File: src/rtl/sd_cmd_engine.sv
module sd_cmd_engine #(
  parameter int RESP_TIMEOUT = 64
) (
  input  logic        clk,
  input  logic        rst_n,
  input  logic        card_tick,
  input  logic        arg_we,
  input  logic [31:0] arg_wdata,
  input  logic        cmd_we,
  input  logic [31:0] cmd_wdata,
  input  logic        clr_we,
  input  logic [31:0] clr_wdata,
  input  logic        mask_we,
  input  logic [31:0] mask_wdata,
  output logic [31:0] status,
  output logic [31:0] resp0,
  output logic [31:0] resp1,
  output logic [31:0] resp2,
  output logic [31:0] resp3,
  output logic        irq,
  output logic        cmd_out,
  output logic        cmd_oe,
  input  logic        cmd_in
);
  localparam int TW = $clog2(RESP_TIMEOUT + 1);
  localparam logic [TW-1:0] TMR_LAST = TW'(RESP_TIMEOUT - 1);

  typedef enum logic [1:0] {IDLE, SEND, WAIT, RECV} st_t;

  function automatic logic [6:0] crc7(input logic [39:0] d);
    logic [6:0] c;
    logic fb;
    c = '0;
    for (int i = 39; i >= 0; i--) begin
      fb = d[i] ^ c[6];
      c  = {c[5:0], 1'b0};
      if (fb) c = c ^ 7'h09;
    end
    return c;
  endfunction

  st_t           st;
  logic [31:0]   arg_q;
  logic [1:0]    rtype;
  logic [47:0]   tx_sr;
  logic [135:0]  rx_sr;
  logic [7:0]    cnt;
  logic [TW-1:0] tmr;
  logic [3:0]    flags;   // {sent, rend, timeout, crc}
  logic [3:0]    mask_q;

  wire         active   = (st != IDLE);
  wire         start_w  = cmd_we && cmd_wdata[12] && !active;
  wire         abort_w  = cmd_we && !cmd_wdata[12] && active;
  wire [39:0]  tx_head  = {2'b01, cmd_wdata[5:0], arg_q};
  wire [7:0]   rx_len   = (rtype == 2'b11) ? 8'd136 : 8'd48;
  wire [135:0] rx_nx    = {rx_sr[134:0], cmd_in};
  wire         crc_ok   = (crc7(rx_nx[47:8]) == rx_nx[7:1]);
  wire         tx_last  = (st == SEND) && card_tick && (cnt == 8'd47);
  wire         rx_last  = (st == RECV) && card_tick && (cnt == rx_len - 8'd1);

  wire set_sent = tx_last && (rtype == 2'b00);
  wire set_to   = (st == WAIT) && card_tick && cmd_in && (tmr == TMR_LAST);
  wire set_rend = rx_last && ((rtype != 2'b01) || crc_ok);
  wire set_crc  = rx_last && (rtype == 2'b01) && !crc_ok;

  wire [3:0] set_vec = {set_sent, set_rend, set_to, set_crc};
  wire [3:0] clr_vec = clr_we ? {clr_wdata[7], clr_wdata[6], clr_wdata[2], clr_wdata[0]} : 4'b0;

  logic unused_bits;
  assign unused_bits = ^{cmd_wdata[31:13], cmd_wdata[11:10], cmd_wdata[7:6],
                         clr_wdata[31:8], clr_wdata[5:3], clr_wdata[1],
                         mask_wdata[31:8], mask_wdata[5:3], mask_wdata[1]};

  assign cmd_oe  = (st == SEND);
  assign cmd_out = (st == SEND) ? tx_sr[47] : 1'b1;
  assign status  = {18'b0, active, 5'b0, flags[3], flags[2], 3'b0, flags[1], 1'b0, flags[0]};
  assign irq     = |(flags & mask_q);

  always_ff @(posedge clk or negedge rst_n) begin
    if (!rst_n) begin
      arg_q  <= '0;
      mask_q <= '0;
      flags  <= '0;
    end else begin
      if (arg_we)  arg_q  <= arg_wdata;
      if (mask_we) mask_q <= {mask_wdata[7], mask_wdata[6], mask_wdata[2], mask_wdata[0]};
      flags <= (flags & ~clr_vec) | set_vec;
    end
  end

  always_ff @(posedge clk or negedge rst_n) begin
    if (!rst_n) begin
      st    <= IDLE;
      rtype <= '0;
      tx_sr <= '0;
      rx_sr <= '0;
      cnt   <= '0;
      tmr   <= '0;
      resp0 <= '0;
      resp1 <= '0;
      resp2 <= '0;
      resp3 <= '0;
    end else if (abort_w) begin
      st <= IDLE;
    end else begin
      case (st)
        IDLE: if (start_w) begin
          tx_sr <= {tx_head, crc7(tx_head), 1'b1};
          rtype <= cmd_wdata[9:8];
          cnt   <= '0;
          st    <= SEND;
        end
        SEND: if (card_tick) begin
          tx_sr <= {tx_sr[46:0], 1'b1};
          cnt   <= cnt + 8'd1;
          if (tx_last) begin
            st  <= (rtype == 2'b00) ? IDLE : WAIT;
            tmr <= '0;
          end
        end
        WAIT: if (card_tick) begin
          if (!cmd_in) begin
            st    <= RECV;
            cnt   <= 8'd1;
            rx_sr <= rx_nx;
          end else if (tmr == TMR_LAST) begin
            st <= IDLE;
          end else begin
            tmr <= tmr + 1'b1;
          end
        end
        RECV: if (card_tick) begin
          rx_sr <= rx_nx;
          cnt   <= cnt + 8'd1;
          if (rx_last) begin
            st <= IDLE;
            if (rtype == 2'b11) begin
              resp0 <= rx_nx[127:96];
              resp1 <= rx_nx[95:64];
              resp2 <= rx_nx[63:32];
              resp3 <= rx_nx[31:0];
            end else begin
              resp0 <= rx_nx[39:8];
            end
          end
        end
        default: st <= IDLE;
      endcase
    end
  end


  abort_idle_chk: assert property (@(posedge clk) disable iff (!rst_n)
    abort_w |=> (!cmd_oe && !status[13]));


  sticky_flags_chk: assert property (@(posedge clk) disable iff (!rst_n)
    !clr_we |=> ((flags & $past(flags)) == $past(flags)));


  single_outcome_chk: assert property (@(posedge clk) disable iff (!rst_n)
    $rose(flags[3]) |-> (!$rose(flags[2]) && !$rose(flags[1])));


  stall_hold_chk: assert property (@(posedge clk) disable iff (!rst_n)
    (active && !card_tick && !cmd_we) |=> ($stable(tx_sr) && $stable(cnt) && $stable(cmd_oe)));


  start_bit_chk: assert property (@(posedge clk) disable iff (!rst_n)
    start_w |=> (cmd_oe && !cmd_out));
endmodule

File: config.mk
export PLATFORM = sky130hd
export DESIGN_NAME = sd_cmd_engine
export DESIGN_NICKNAME = d
export VERILOG_FILES = /design/src/rtl/sd_cmd_engine.sv
export SDC_FILE = /design/constraint.sdc
export NUM_CORES = 1
export LEC_CHECK = 0
export ABC_AREA = 0
export CAP_MARGIN = 20
export CORE_ASPECT_RATIO = 1.25
export CORE_MARGIN = 5
export CORE_UTILIZATION = 30
export CTS_CLUSTER_SIZE = 28
export DETAILED_ROUTE_END_ITERATION = 16
export REMOVE_ABC_BUFFERS = 1
export SETUP_SLACK_MARGIN = 0.1
export SLEW_MARGIN = 20
export SYNTH_ARGS = -nofsm -noshare
export SYNTH_HDL_FRONTEND = slang
export SYNTH_SLANG_ARGS = --single-unit
File: constraint.sdc
create_clock -name clk -period 3.2 [get_ports clk]
set_input_delay 0.48 -clock clk [delete_from_list [all_inputs] [get_ports clk]]
set_output_delay 0.48 -clock clk [all_outputs]
set_load 0.02 [all_outputs]
==> results.py <==
metrics = {
    "drt": {
        "post_drt_via_cell_ratio": 4.44,
        "drcViolationCount": 0,
        "post_drt_wl_per_cell_um": 16.9,
        "routed-via-count": 9752,
        "dr.first_iter.drc_count": 329,
        "drt_pass1_iterations": 5,
        "antenna_violating_nets_post_route": 0,
        "wl_mm": 37.0,
    },
    "clock_network": {
        "ctsRootBufferMaster": "sky130_fd_sc_hd__clkbuf_16",
        "cts.reportedPaths.clkPinSlew_ns": 0.06,
        "cts.path.max_buffers": 3,
        "htree_levels": 2,
        "clkLatencyLatePin_ns": 0.55,
        "cts_tree": "built",
        "cts-buffers-inserted": 40,
        "clock_sinks": 362,
    },
    "final_layout": {
        "final_design_area_no_fill_um2": 20500,
        "fin_cells": 2196,
        "drive_gt1_share_pct": 26.8,
        "fin_nets": 1578,
        "insertedDiodeCount": 0,
        "layout.core_utilization_pct": 38.3,
        "flow.area_growth_from_synthesis_pct": 26.6,
    },
    "setup_path": {
        "critical_path_required_ns": 3.67,
        "timing.critical_path.fanout_max": 5,
        "critical_path.most_common_cell": "sky130_fd_sc_hd__xnor2_1",
        "critPathLaunchType": "flip-flop",
        "end_kind": "flip-flop",
        "worst_path_max_delay_cell": "sky130_fd_sc_hd__xnor3_1",
        "ff2ff_setup_slack_ns": 0.38,
        "worst_r2r_startpoint": "rx_sr[43]",
        "regToRegEndpoint": "flags[0]",
        "worst_r2r_path_depth": 8,
        "kind_of_critical_path": "flip-flop to flip-flop",
        "cp_slowest_stage_delay_ns": 0.55,
        "path_cells": "xnor2_1, xnor3_1, xnor2_1, xnor2_1, xnor3_1, and3_1, o22ai_2, a2bb2oi_2",
        "worst_ep_arrival_time_ns": 3.30,
    },
    "sta": {
        "setup-tns-final_ns": 0,
        "headroom_to_the_max_slew_limit_pct": 42.8,
        "timing_max_transition_violations_final": 0,
        "setup-violations-final": 0,
        "final_period_minus_worst_setup_slack_ns": 2.82,
        "layout_worst_path_cycle_share_pct": 88.2,
        "worst_clock_skew_ns": 0.0191,
        "worstMarginPinSlew_ns": 0.858,
        "unrepaired_setup_endpoints_after_global_routing": "false",
        "max_clock_freq_mhz": 354,
        "timing_hold_violations_final": 0,
    },
    "power": {
        "p_seq_share_pct": 40.7,
        "power.internal_mw": 9.26,
        "sw_frac_of_total_pct": 29.5,
        "vdd_ir_drop_max_mv": 0.340,
        "clkPwrFrac_pct": 33.7,
        "total_switching_power_mw": 3.86,
        "pwr_density_cell_nw_per_um2": 639,
        "static-leakage-power_nw": 9.58,
        "combinational_group_share_of_total_power_pct": 25.6,
    },
    "global_routing": {
        "grt.met2_usage_pct": 21.8,
        "grt_util_met3_pct": 3.00,
        "groute.layer.met1.usage_pct": 15.9,
        "grt_pass1_vias": 10373,
        "grt_start_max_net_pins": 101,
        "globalRouteOverflowTotal": 0,
        "gr_busiest_metal": "met2",
        "grt_antenna_before_repair": 0,
        "grtUsageTotal_pct": 12.6,
        "grt_first_pass_wirelength_mm": 60.2,
    },
    "yosys": {
        "yosysTopAreaCell": "sky130_fd_sc_hd__dfrtp_1",
        "synth-main-ff-cell": "sky130_fd_sc_hd__dfrtp_1",
        "syn_area_per_cell_um2": 13.3,
        "synth_enable_flop_cells": 0,
        "synth_seq_area_share_pct": 55.9,
        "synth_cell_type_count": 49,
        "asyncSetResetFlopFracSynth_pct": 100,
        "post_synth_inst_count": 1218,
        "yosys.area.top_type_share_pct": 55.9,
        "post_synth_instance_area_um2": 16200,
        "ys_ff_latch": 362,
        "yosys-top-cells-area": "sky130_fd_sc_hd__dfrtp_1 56%, sky130_fd_sc_hd__mux2_2 18%, sky130_fd_sc_hd__mux2i_1 4.5%",
        "yosysWarningCount": 0,
    },
    "placement": {
        "count_of_input_and_output_buffers": 192,
        "dp_hpwl_mm": 26.6,
        "placed_cells": 2124,
        "globalplace.congestion": 0.792,
        "post_dp_cell_area_um2": 19200,
    },
    "hold_path": {
        "hp-class": "flip-flop to flip-flop",
        "hold_start": "resp0[11]",
        "min_delay_worst_endpoint": "resp0[11]",
        "hold-path-cell-count": 2,
    },
    "floorplanning": {
        "fp-row-count": 95,
        "die_x_um": 218,
        "placeableCoreArea_um2": 53600,
        "start_util_pct": 30.2,
        "io_pins": 299,
        "dieHeight_um": 270,
        "floorplan.die_area_um2": 58800,
    },
    "outcome": {
        "outcome": "complete, no violations",
    },
    "run": {
        "max-cap-violations": 0,
    },
}
-- per-layer routing --
metal	vias to the layer above	share of wire, %
met1	4878	42
met3	47	5.0
met2	187	51
li1	4640	-
met4	0	2.0
met5	-	0
-- worst max-delay path: cells and delay by family (launching register included) --
kind / cells / cell delay, ns
flops: 1 / 0.45
compound gates: 2 / 0.35
xor+xnor: 5 / 1.74
simple gates: 1 / 0.20
-- timing repair --
item / 4_1_cts / 5_1_grt
setup buffers: 0 / 0
resized for setup: 0 / 3
hold endpoints to repair: 4 / 0
hold buffers: 1 / 0
setup endpoints to repair: 0 / 1
-- worst max-delay path by stage --
stage                 start        to  slack [ns]  depth (start not counted)
6_report          rx_sr[43]  flags[0]        0.38                          8
2_1_floorplan      rtype[0]  resp1[0]       -4.63                          8
4_1_cts           rx_sr[46]  flags[0]        0.25                          8
3_3_place_gp   cmd_wdata[4]  tx_sr[4]        -0.1                          9
3_5_place_dp   cmd_wdata[4]  tx_sr[4]       -0.15                          9
5_1_grt           rx_sr[43]  flags[0]        0.18                          8
-- stage by stage --
step | worst slack (ns) | hold slack, ns | power [mW]
after global placement | -0.0983 | 0.462 | 8.76
after floorplan | -4.63 | 0.184 | 7.79
final | 0.377 | 0.478 | 13.1
after global routing | 0.178 | 0.493 | 13.9
after CTS | 0.246 | 0.484 | 13.4
after detailed placement | -0.149 | 0.470 | 8.82
-- power groups by stage --
stage / Sequential, mW / Combinational [mW] / Clock, mW
4_1_cts: 5.34 / 3.42 / 4.62
2_1_floorplan: 5.30 / 2.49 / 0
6_report: 5.34 / 3.36 / 4.42
3_3_place_gp: 5.40 / 3.36 / 0
5_1_grt: 5.40 / 3.72 / 4.79
3_5_place_dp: 5.42 / 3.41 / 0
-- Yosys cell counts (all sizes together) (4+ instances only) --
cell    instances
a21oi           7
and3            7
buf            42
clkbuf         47
dfrtp         362
mux2          262
mux2i          73
nand2          99
nand2b          7
nand3           9
nor2           26
nor2b           4
nor3           10
o21ai          93
o31ai           4
xnor2          81
xnor3          22
xor2           23
-- registers in the layout, indices dropped and copies added (netlist names) --
signal / count
arg_q: 32
cnt: 8
flags: 4
mask_q: 4
resp0: 32
resp1: 32
resp2: 32
resp3: 32
rtype: 2
rx_sr: 127
st: 2
tmr: 7
tx_sr: 48
-- layout by cell type, fill, tap and decap left out, types with 3 or more instances in the layout --
| cell type | Yosys | layout |
|---|---|---|
| sky130_fd_sc_hd__nand2b_1 | 7 | 7 |
| sky130_fd_sc_hd__clkbuf_8 | 0 | 8 |
| sky130_fd_sc_hd__nand2_1 | 99 | 97 |
| sky130_fd_sc_hd__xnor3_1 | 22 | 22 |
| sky130_fd_sc_hd__nor3_1 | 10 | 9 |
| sky130_fd_sc_hd__o21ai_1 | 3 | 3 |
| sky130_fd_sc_hd__clkbuf_1 | 47 | 9 |
| sky130_fd_sc_hd__o31ai_1 | 4 | 4 |
| sky130_fd_sc_hd__conb_1 | 1 | 27 |
| sky130_fd_sc_hd__mux2i_1 | 73 | 73 |
| sky130_fd_sc_hd__xnor2_2 | 7 | 8 |
| sky130_fd_sc_hd__clkdlybuf4s50_1 | 0 | 191 |
| sky130_fd_sc_hd__clkinvlp_4 | 0 | 3 |
| sky130_fd_sc_hd__clkinv_2 | 0 | 6 |
| sky130_fd_sc_hd__buf_4 | 28 | 39 |
| sky130_fd_sc_hd__mux2_2 | 261 | 261 |
| sky130_fd_sc_hd__o21ai_0 | 90 | 90 |
| sky130_fd_sc_hd__and3_1 | 7 | 7 |
| sky130_fd_sc_hd__xor2_1 | 23 | 23 |
| sky130_fd_sc_hd__a21oi_1 | 7 | 7 |
| sky130_fd_sc_hd__nor2b_1 | 4 | 4 |
| sky130_fd_sc_hd__nand3_1 | 9 | 9 |
| sky130_fd_sc_hd__nor2_1 | 26 | 24 |
| sky130_fd_sc_hd__buf_12 | 0 | 11 |
| sky130_fd_sc_hd__a22oi_1 | 3 | 3 |
| sky130_fd_sc_hd__and2_1 | 3 | 3 |
| sky130_fd_sc_hd__dfrtp_1 | 362 | 361 |
| sky130_fd_sc_hd__clkbuf_16 | 0 | 41 |
| sky130_fd_sc_hd__xnor2_1 | 74 | 73 |
| sky130_fd_sc_hd__xor3_1 | 3 | 3 |
| sky130_fd_sc_hd__a22o_1 | 3 | 3 |
-- layout make-up --
| type | instances | area (um^2) |
|---|---|---|
| clock buffers | 58 | 1170 |
| clock inverters | 13 | 95.1 |
| fillers | 5183 | 33100 |
| inverters | 3 | 11.3 |
| multi-input cells | 790 | 6830 |
| flip-flops and latches | 362 | 9060 |
| well taps | 727 | 910 |
| repair buffers | 243 | 2450 |
-- cell families after synthesis --
| logic type | after synthesis | share of synthesized area, % |
|---|---|---|
| multiplexers | 335 | 22.7 |
| XOR/XNOR | 129 | 9.44 |
| AND/OR/NAND/NOR | 172 | 4.60 |
| other | 1 | 0.0231 |
| flip-flops | 362 | 55.9 |
| adder cells (fa/ha/maj) | 2 | 0.154 |
| AO/OA/AOI/OAI | 125 | 4.38 |
| buffers and inverters | 92 | 2.82 |
(Power assumes the default switching activity.)
